[src/rtl/pkt_ack_gate_pkg.sv]
package pkt_ack_gate_pkg;

    localparam int unsigned NUM_SRC = 2;

    typedef enum int unsigned {
        SRC_SOT = 0,
        SRC_EOT = 1
    } irq_src_e;

    typedef enum logic {
        GATE_OPEN = 1'b0,
        GATE_HELD = 1'b1
    } gate_state_e;

    function automatic gate_state_e next_gate(
        input gate_state_e cur,
        input logic        enable,
        input logic        last_taken,
        input logic        release_stb
    );
        if (!enable)          return GATE_OPEN;
        else if (last_taken)  return GATE_HELD;
        else if (release_stb) return GATE_OPEN;
        else                  return cur;
    endfunction

endpackage

[src/rtl/pig_irq_status.sv]
module pig_irq_status #(
    parameter int unsigned N = 2
) (
    input  logic         clk,
    input  logic         rst,
    input  logic [N-1:0] evt,
    input  logic         ack_wr,
    input  logic [N-1:0] ack_mask,
    output logic [N-1:0] pending,
    output logic [N-1:0] clr_stb
);
    for (genvar i = 0; i < N; i++) begin : g_bit
        logic pend_q;

        assign clr_stb[i] = ack_wr & ack_mask[i];

        always_ff @(posedge clk) begin
            if (rst)             pend_q <= 1'b0;
            else if (evt[i])     pend_q <= 1'b1;
            else if (clr_stb[i]) pend_q <= 1'b0;
        end

        assign pending[i] = pend_q;
    end
endmodule

[src/rtl/pig_flow_gate.sv]
module pig_flow_gate
    import pkt_ack_gate_pkg::*;
(
    input  logic clk,
    input  logic rst,
    input  logic gate_en,
    input  logic last_taken,
    input  logic release_stb,
    output logic hold
);
    gate_state_e state_q;

    always_ff @(posedge clk) begin
        if (rst) state_q <= GATE_OPEN;
        else     state_q <= next_gate(state_q, gate_en, last_taken, release_stb);
    end

    assign hold = gate_en && (state_q == GATE_HELD);
endmodule

[src/rtl/pkt_ack_gate.sv]
module pkt_ack_gate
    import pkt_ack_gate_pkg::*;
#(
    parameter int unsigned DATA_W = 32
) (
    input  logic                clk,
    input  logic                rst,
    input  logic                gate_en,
    input  logic                s_valid,
    output logic                s_ready,
    input  logic [DATA_W-1:0]   s_data,
    input  logic                s_last,
    output logic                m_valid,
    input  logic                m_ready,
    output logic [DATA_W-1:0]   m_data,
    output logic                m_last,
    input  logic                sot_evt,
    input  logic                eot_evt,
    input  logic                ack_wr,
    input  logic [NUM_SRC-1:0]  ack_mask,
    output logic [NUM_SRC-1:0]  irq_pending,
    output logic                irq
);
    logic [NUM_SRC-1:0] evt_vec;
    logic [NUM_SRC-1:0] clr_stb;
    logic               hold;
    logic               last_taken;

    assign evt_vec[SRC_SOT] = sot_evt;
    assign evt_vec[SRC_EOT] = eot_evt;

    pig_irq_status #(.N(NUM_SRC)) u_status (
        .clk      (clk),
        .rst      (rst),
        .evt      (evt_vec),
        .ack_wr   (ack_wr),
        .ack_mask (ack_mask),
        .pending  (irq_pending),
        .clr_stb  (clr_stb)
    );

    pig_flow_gate u_gate (
        .clk         (clk),
        .rst         (rst),
        .gate_en     (gate_en),
        .last_taken  (last_taken),
        .release_stb (clr_stb[SRC_EOT]),
        .hold        (hold)
    );

    assign s_ready    = m_ready & ~hold;
    assign m_valid    = s_valid & ~hold;
    assign m_data     = s_data;
    assign m_last     = s_last;
    assign last_taken = s_valid & s_ready & s_last;
    assign irq        = |irq_pending;
endmodule

[config.mk]
export PLATFORM = sky130hd
export DESIGN_NAME = pkt_ack_gate
export DESIGN_NICKNAME = d
export VERILOG_FILES = /design/src/rtl/pkt_ack_gate_pkg.sv /design/src/rtl/pig_irq_status.sv /design/src/rtl/pig_flow_gate.sv /design/src/rtl/pkt_ack_gate.sv
export SDC_FILE = /design/constraint.sdc
export NUM_CORES = 1
export LEC_CHECK = 0
export CAP_MARGIN = 20
export CORE_MARGIN = 1.5
export CORE_UTILIZATION = 20
export DETAILED_ROUTE_END_ITERATION = 8
export PLACE_DENSITY = 0.85
export SLEW_MARGIN = 5
export SYNTH_ARGS = -nofsm -noshare
export SYNTH_HDL_FRONTEND = slang
export SYNTH_HIERARCHICAL = 1
export SYNTH_SLANG_ARGS = --single-unit
[constraint.sdc]
create_clock -name clk -period 1.3 [get_ports clk]
set_input_delay 0.195 -clock clk [delete_from_list [all_inputs] [get_ports clk]]
set_output_delay 0.195 -clock clk [all_outputs]
set_load 0.03 [all_outputs]
==> results.py, run 1 <==
metrics = {
    "run_status": {
        "status": "finished clean",
    },
    "global_route": {
        "grt_overflow": 0,
        "grt_antenna_before_repair": 0,
        "grt_usage_pct": 4.786,
        "grt_max_degree": 6,
        "grt_pass1_wl_um": 855,
        "grt_pass1_vias": 241,
    },
    "drt": {
        "wl_met3_um": 69,
        "vias": 224,
        "dr.max_layer_used": "met4",
        "drc": 0,
        "drt-met1-wl_um": 159,
        "wl_met2_um": 310,
        "routedWlPerCell_um": 8.621,
        "first_pass_iters": 1,
        "ant_nets": 0,
        "drtIter0Drc": 0,
        "finalWirelength_um": 569,
        "vias_per_cell": 3.394,
    },
    "logic_synthesis": {
        "synthSimpleGateAreaFrac_pct": 17.61,
        "synth_edf_count": 0,
        "synthesis.area_um2": 440.4,
        "synth-async-reset-ratio_pct": 0,
        "synth_area_leader_cell": "buf_4",
        "synth-seq-cells": 3,
        "synthAdderAreaFrac_pct": 0,
        "synth_cell_types": 13,
        "synth_top_family_by_area": "buffers and inverters",
        "synth-warning-count": 6,
        "synth-compound-area-share_pct": 6.534,
        "synth.area.top_cells": "buf_4 60%, dfxtp_1 14%, and2_4 4.0%",
        "synthFlopType": "dfxtp_1",
        "synthXorXnorAreaFrac_pct": 0,
        "synth_nets": 97,
        "netlist_top_cells_count": "35 x buf_4, 3 x dfxtp_1, 3 x inv_1",
        "synth.most_common_cell": "buf_4",
        "synthMuxAreaShare_pct": 0,
        "avgSynthCellArea_um2": 8.156,
        "synth_cells": 54,
        "synth_seq_area_share_pct": 13.64,
        "synth.top_cell.area_share_pct": 59.66,
    },
    "flow_run": {
        "maxCapViolations": 0,
    },
    "sta": {
        "slew_headroom_pct": 79.88,
        "fin_tns_setup_ps": 0,
        "post-route-min-period_ps": 1243,
        "finClkSkew_ps": 0,
        "hold_viol": 0,
        "clock.fmax_mhz": 804.2,
        "worst_pin_slew_ps": 302.9,
        "timing.final.ws_setup_ps": 56.50,
        "rsz0062_at_grt": "false",
        "setup_viol": 0,
        "period_share_pct": 95.65,
        "whs_ps": 361.1,
        "maxSlewViolCount": 0,
    },
    "worst_hold_path": {
        "min_path_type": "in -> reg",
        "min_path_cells": 2,
    },
    "die": {
        "fp.dieW_um": 49.93,
        "initial_core_util_pct": 21.78,
        "placementRows": 16,
        "ios": 81,
        "core_region_area_um2": 2022,
        "dieArea_um2": 2493,
        "fp.dieH_um": 49.93,
    },
    "cells_and_area": {
        "num-fill-cells": 229,
        "area_growth_pct": -11.65,
        "diodes": 0,
        "final_layout_size_suffix_gt1_share_pct": 33.33,
        "design_area_um2": 389.1,
        "finalNetCount": 83,
    },
    "clocking": {
        "clk_path_buf_depth": 2,
        "cts_root_buf": "clkbuf_4",
        "ctsHoldBuffers": 0,
        "htree_levels": 1,
        "clock_sinks": 3,
        "path_clk_slew_ps": 30,
        "cts_setup_buffers": 0,
        "numCtsBuffers": 3,
        "clk_latency_ps": 230,
        "tritoncts": "done",
    },
    "critical_path": {
        "cp_cell_sequence": "and2_4, and2b_2, buf_4",
        "cp-start-kind": "register",
        "critPathKind": "reg -> out",
        "worstPathArrival_ps": 1050,
        "crit_fanout": 3,
        "rr_worst_depth": 3,
        "max_stage_delay_ps": 310,
        "worst_setup_path_end_kind": "output port",
        "slowest_stage": "dfxtp_1",
        "cp.required_ps": 1110,
    },
    "placement": {
        "dpl_worst_slack_ps": -115.8,
        "placed_area_um2": 364.1,
        "gp_congestion": 0.5993,
        "portBuffers": 16,
    },
    "power_and_ir_drop": {
        "vdd.ir_drop.worst_uv": 357.5,
        "leakage_nw": 0.1840,
        "power.density_nw_per_um2": 949.6,
    },
}
[kinds of logic after synthesis]
family          count (synthesis)
simple gates                   10
flops                           3
buf+inv                        38
compound gates                  3
[per-stage QoR]
stage                     total power, mW  util, %  cells
after floorplan                    0.3493        -     54
after global placement             0.2145    18.01     62
after detailed placement           0.2167    18.01     62
after CTS                          0.3806    19.25     66
after global routing               0.3875    19.25     66
final                              0.3695    19.25     66
[layout make-up]
type / instances / area (um2) / area share (%)
timing repair buffer: 16 / 150.1 / 38.59
multi-input combinational: 13 / 107.6 / 27.65
sequential: 3 / 60.06 / 15.43
tap: 27 / 33.78 / 8.682
clock buffer: 4 / 26.28 / 6.752
inverter: 3 / 11.26 / 2.894
[per-layer routing]
layer | vias up | track usage [%]
met4 | 0 | 8.333
met1 | 102 | 2.727
met3 | 6 | 1.515
li1 | 101 | -
met2 | 15 | 8.444
met5 | - | 0
[cells in the final DEF, fill, tap and decap left out]
cell type	netlist	final
clkdlybuf4s50_1	0	9
clkbuf_4	0	3
dlygate4sd2_1	0	3
buf_4	35	3
and2_4	2	3
inv_1	3	3
dfxtp_1	3	3
and2b_2	2	2
nand2b_1	2	2
and4b_1	1	1
or2_1	1	1
clkbuf_1	0	1
clkdlybuf4s15_2	0	1
nor2b_1	1	1
o211a_1	1	1
o22ai_2	1	1
o22ai_1	1	1
[flip-flops by register name (all words and copies together), names as in the netlist]
register and count:
u_gate/state_q 1, u_status/g_bit.pend_q 2
[what timing repair did]
item,CTS,global route
hold endpoints to repair,0,0
gates resized for setup,7,0
endpoints found under the setup margin,5,0
[worst max-delay path, delay by kind of cell, from the launching register on]
family                 cells  cell delay [ps]
buffers and inverters      1              160
and+or+nand+nor            2              350
DFF                        1              310
[power by group]
| group | leakage, nW | internal (mW) | switching (mW) | total, mW |
|---|---|---|---|---|
| clock network | 0.0150 | 0.115 | 0.0466 | 0.162 |
| logic | 0.144 | 0.0566 | 0.0486 | 0.105 |
| registers | 0.0249 | 0.0989 | 0.00377 | 0.103 |
| total | 0.184 | 0.270 | 0.0990 | 0.369 |
[worst paths after layout]
| kind | from | to | slack, ps |
|---|---|---|---|
| max | u_gate/state_q | m_valid | 60 |
| min | gate_en | u_gate/state_q | 360 |
| max reg2reg | u_gate/state_q | u_gate/state_q | 340 |
| min reg2reg | u_status/g_bit[1].pend_q | u_status/g_bit[1].pend_q | 490 |
Note: power is estimated with default switching activity, not from simulation.
==> run 2, diff against run 1 <==
==> constraint.sdc (replaced) <==
create_clock -name clk -period 1.2 [get_ports clk]
set_input_delay 0.18 -clock clk [delete_from_list [all_inputs] [get_ports clk]]
set_output_delay 0.18 -clock clk [all_outputs]
set_load 0.03 [all_outputs]
==> run 2 against run 1 <==
The flow now finishes with violations (negative setup slack). Wire length grew 5.6%. Critical endpoint unchanged. Final cell count increased by 3.0%. Non-clock buffer count rose by 2. Hold slack worse by 25 ps. Via count is 2.2% higher.
==> results.py, run 2 (same netlist as run 1, synthesis figures left out) <==
metrics = {
    "placement": {
        "portBuffers": 16,
        "hpwl_um": 491.5,
        "dpl_worst_slack_ps": -159.0,
        "placed_cells": 64,
        "placed_area_um2": 374.1,
        "gp_congestion": 0.5962,
    },
    "die": {
        "fp.dieH_um": 49.93,
        "placementRows": 16,
        "core_region_area_um2": 2022,
        "ios": 81,
        "initial_core_util_pct": 21.78,
        "dieArea_um2": 2493,
        "fp.dieW_um": 49.93,
    },
    "critical_path": {
        "cp.required_ps": 1020,
        "rr_endpoint": "u_gate/state_q",
        "cp-start-kind": "register",
        "crit-reg2reg-launch": "u_gate/state_q",
        "worstPathArrival_ps": 1020,
        "critPathKind": "reg -> out",
        "crit_fanout": 3,
        "rr_worst_depth": 3,
        "r2r_slack_ps": 240,
        "worst_setup_path_end_kind": "output port",
    },
    "run_status": {
        "violations": "negative setup slack",
        "status": "complete, but fails checks",
    },
    "global_route": {
        "grt_antenna_before_repair": 0,
        "grt_usage_pct": 5.047,
        "grt_pass1_wl_um": 897,
        "grt_overflow": 0,
        "grt_pass1_vias": 243,
        "grt_max_degree": 6,
    },
    "sta": {
        "fin_tns_setup_ps": -7.226,
        "finClkSkew_ps": 0,
        "timing.final.ws_setup_ps": -4.376,
        "clock.fmax_mhz": 830.3,
        "maxSlewViolCount": 0,
        "worst_pin_slew_ps": 179.3,
        "setup_viol": 2,
        "whs_ps": 336.6,
        "post-route-min-period_ps": 1204,
        "rsz0062_at_grt": "true",
        "slew_headroom_pct": 88.01,
        "hold_viol": 0,
        "period_share_pct": 100.4,
    },
    "clocking": {
        "tritoncts": "done",
        "cts_setup_buffers": 0,
        "path_clk_slew_ps": 40,
        "clk_path_buf_depth": 2,
        "htree_levels": 1,
        "clock_sinks": 3,
        "clk_latency_ps": 230,
        "ctsHoldBuffers": 0,
        "cts_root_buf": "clkbuf_4",
        "numCtsBuffers": 3,
    },
    "cells_and_area": {
        "final_layout_size_suffix_gt1_share_pct": 43.90,
        "area_growth_pct": -8.238,
        "layout.cells.non_filler": 68,
        "largestRegisters": "u_status/g_bit.pend_q: 2 flops, u_gate/state_q: 1 flops",
        "largest_reg_flops": 2,
        "most-common-layout-cells": "9 x clkdlybuf4s50_1, 5 x buf_4, 3 x clkbuf_4, 3 x and2_4, 3 x inv_1",
        "finalNetCount": 85,
        "design_area_um2": 404.1,
        "diodes": 0,
        "final_common_cell": "clkdlybuf4s50_1",
        "top_register": "u_status/g_bit.pend_q",
        "num-fill-cells": 231,
        "fin_util_pct": 19.99,
    },
    "power_and_ir_drop": {
        "leakage_nw": 0.1934,
        "vdd.ir_drop.worst_uv": 311.5,
        "p_total_mw": 0.4090,
        "power.density_nw_per_um2": 1012,
    },
    "worst_hold_path": {
        "min_path_cells": 2,
        "min_to": "u_gate/state_q",
        "min_path_type": "in -> reg",
        "hold_start": "gate_en",
    },
    "drt": {
        "routedWlPerCell_um": 8.838,
        "vias_per_cell": 3.368,
        "drtIter0Drc": 1,
        "first_pass_iters": 2,
        "drc": 0,
        "ant_nets": 0,
        "finalWirelength_um": 601,
        "vias": 229,
    },
    "flow_run": {
        "maxCapViolations": 0,
    },
}
==> run 2: worst max path at each step <==
stage	from	endpoint	slack, ps	cells after the start
2_1_floorplan	u_status/g_bit[1].pend_q	irq	230	2
6_report	u_gate/state_q	m_valid	-4	3
3_3_place_gp	gate_en	s_ready	-140	4
5_1_grt	u_gate/state_q	m_valid	-40	3
3_5_place_dp	gate_en	m_valid	-160	4
4_1_cts	u_gate/state_q	m_valid	-20	3
==> run 2: where the power goes <==
part | switching, mW | internal [mW]
sequential | 0.00267 | 0.107
combinational | 0.0569 | 0.0699
clock | 0.0481 | 0.124
total | 0.108 | 0.301
==> run 2: critical path, cell delays in order (launching register included) <==
cell     delay [ps]
dfxtp_2         320
and2_4          130
and2b_2         210
buf_6           130
==> run 2: area by class of cell <==
type                    count  area, um2  share of cell area, %
clock buffers               4      26.28                  6.502
inverters                   3      11.26                  2.786
multi-input cells          13      107.6                  26.63
flip-flops and latches      3      61.31                  15.17
well taps                  27      33.78                  8.359
repair buffers             18      163.9                  40.56
==> run 2: what timing repair did <==
item | CTS | global route
setup endpoints to repair | 3 | 2
pin swaps | 0 | 0
resized for setup | 10 | 0
==> run 2: metal layers <==
layer / track usage, % / routed length (um)
met5: 0 / 0
met4: 9.722 / 23
met3: 1.515 / 74
met2: 8.222 / 337
met1: 3.108 / 166
==> run 3, diff against run 2 <==
--- a/config.mk
+++ b/config.mk
@@ -5,11 +5,13 @@
 export SDC_FILE = /design/constraint.sdc
 export NUM_CORES = 1
 export LEC_CHECK = 0
+export ABC_AREA = 1
 export CAP_MARGIN = 20
 export CORE_MARGIN = 1.5
 export CORE_UTILIZATION = 20
 export DETAILED_ROUTE_END_ITERATION = 8
 export PLACE_DENSITY = 0.85
+export REMOVE_ABC_BUFFERS = 1
 export SLEW_MARGIN = 5
 export SYNTH_ARGS = -nofsm -noshare
 export SYNTH_HDL_FRONTEND = slang
==> run 3 against run 2 <==
Global-route usage increased by 9.0 points. Critical path type unchanged. The flow now finishes without violations. First-iteration DRC count increased by 100%. Die area decreased by 1.3%. Highest routed layer unchanged.
==> results.py, run 3 <==
metrics = {
    "placement": {
        "gp_congestion": 0.7335,
        "hpwl_um": 1584,
        "placed_area_um2": 357.8,
        "portBuffers": 16,
        "placed_cells": 71,
    },
    "global_route": {
        "grt_pass1_wl_um": 2187,
        "grt_usage_pct": 14.06,
        "grt_max_degree": 4,
        "grt_pass1_vias": 300,
        "grt_antenna_before_repair": 0,
        "grt_overflow": 0,
    },
    "sta": {
        "worst_pin_slew_ps": 300.2,
        "post-route-min-period_ps": 1149,
        "hold_viol": 0,
        "setup_viol": 0,
        "maxSlewViolCount": 0,
        "clock.fmax_mhz": 870.2,
        "slew_headroom_pct": 80.07,
        "rsz0062_at_grt": "false",
        "period_share_pct": 95.77,
        "finClkSkew_ps": 0,
        "whs_ps": 335.0,
    },
    "die": {
        "fp.dieH_um": 49.59,
        "fp.dieW_um": 49.59,
        "core_region_area_um2": 2002,
        "dieArea_um2": 2459,
        "initial_core_util_pct": 21.69,
        "ios": 81,
        "placementRows": 16,
    },
    "drt": {
        "wl_met3_um": 581,
        "drtIter0Drc": 2,
        "vias_per_cell": 3.671,
        "routedWlPerCell_um": 22.70,
        "drt-met1-wl_um": 466,
        "first_pass_iters": 2,
        "finalWirelength_um": 1725,
        "vias": 279,
        "wl_met2_um": 668,
        "ant_nets": 0,
        "drc": 0,
        "dr.max_layer_used": "met4",
    },
    "cells_and_area": {
        "design_area_um2": 387.9,
        "layout.cells.non_filler": 76,
        "most-common-layout-cells": "9 x inv_1, 9 x nand2_1, 9 x clkdlybuf4s50_1",
        "fin_util_pct": 19.38,
        "final_layout_size_suffix_gt1_share_pct": 26.53,
        "largest_reg_flops": 2,
        "area_growth_pct": -10.66,
        "largestRegisters": "u_status/g_bit.pend_q: 2 flops, u_gate/state_q: 1 flops",
        "diodes": 0,
        "top_register": "u_status/g_bit.pend_q",
        "num-fill-cells": 250,
        "finalNetCount": 93,
    },
    "power_and_ir_drop": {
        "leakage_nw": 0.1937,
        "vdd.ir_drop.worst_uv": 435.3,
        "power.density_nw_per_um2": 1016,
    },
    "critical_path": {
        "cp-start-kind": "register",
        "rr_endpoint": "u_gate/state_q",
        "crit_fanout": 3,
        "cp.required_ps": 1020,
        "critPathKind": "reg -> out",
        "cp_num_buf_inv": 1,
        "critPathTopFamily": "buffers and inverters",
        "slowest_stage": "dlygate4sd2_1",
        "max_stage_delay_ps": 400,
        "path_depth": 1,
        "cp_cell_sequence": "dlygate4sd2_1",
        "r2r_slack_ps": 220,
        "worstPathArrival_ps": 970,
        "worst_setup_path_end_kind": "output port",
        "cp-endpoint": "irq_pending[1]",
        "crit-reg2reg-launch": "u_gate/state_q",
        "rr_worst_depth": 8,
        "critPathLaunch": "u_status/g_bit[1].pend_q",
    },
    "clocking": {
        "clk_latency_ps": 230,
        "htree_levels": 1,
        "clk_path_buf_depth": 2,
        "tritoncts": "done",
        "ctsHoldBuffers": 0,
        "cts_root_buf": "clkbuf_4",
        "numCtsBuffers": 3,
        "clock_sinks": 3,
        "path_clk_slew_ps": 40,
    },
    "logic_synthesis": {
        "avgSynthCellArea_um2": 6.892,
        "synthesis.area_um2": 434.2,
        "synth-warning-count": 6,
        "synth_cells": 63,
    },
    "worst_hold_path": {
        "min_path_type": "in -> reg",
    },
    "run_status": {
        "status": "finished clean",
    },
    "flow_run": {
        "maxCapViolations": 0,
    },
}
-- run 3: stage by stage --
stage,TNS (ps),power (mW),setup slack [ps]
after floorplan,0,0.1555,208.0
after global placement,-123.0,0.2202,-79.18
after detailed placement,-205.3,0.2219,-109.0
after CTS,-30.11,0.4065,-30.11
after global routing,0,0.4166,6.755
final,0,0.3942,50.78
-- run 3: worst min-delay path by stage --
| stage | startpoint | end | depth (start not counted) |
|---|---|---|---|
| 3_3_place_gp | s_data[22] | m_data[22] | 0 |
| 3_5_place_dp | s_data[22] | m_data[22] | 0 |
| 4_1_cts | gate_en | u_gate/state_q | 3 |
| 2_1_floorplan | rst | u_status/g_bit[0].pend_q | 1 |
| 5_1_grt | gate_en | u_gate/state_q | 3 |
| 6_report | gate_en | u_gate/state_q | 3 |
-- run 3: area by class of cell --
type | count | area [um2] | share of cell area (%)
Timing Repair Buffer | 17 | 155.1 | 40.00
Inverter | 10 | 37.54 | 9.677
Clock buffer | 4 | 26.28 | 6.774
Sequential cell | 3 | 61.31 | 15.81
Multi-Input combinational cell | 15 | 73.82 | 19.03
Tap cell | 27 | 33.78 | 8.710
-- run 3: power breakdown --
group	internal, mW	switching (mW)	leakage, nW	total (mW)
registers	0.106	0.00317	0.0253	0.109
clock network	0.125	0.0533	0.0150	0.178
logic	0.0535	0.0536	0.153	0.107
-- run 3: what timing repair did --
item                       4_1_cts  5_1_grt
setup endpoints to repair        4        2
setup buffers                    1        0
resized for setup                8        3
pin swaps                        2        0
-- run 3: per-layer routing --
| metal | global-route usage, % | vias up |
|---|---|---|
| met2 | 17.11 | 48 |
| met4 | 6.944 | 0 |
| li1 | - | 119 |
| met3 | 22.42 | 2 |
| met1 | 10.35 | 110 |
| met5 | 0 | - |
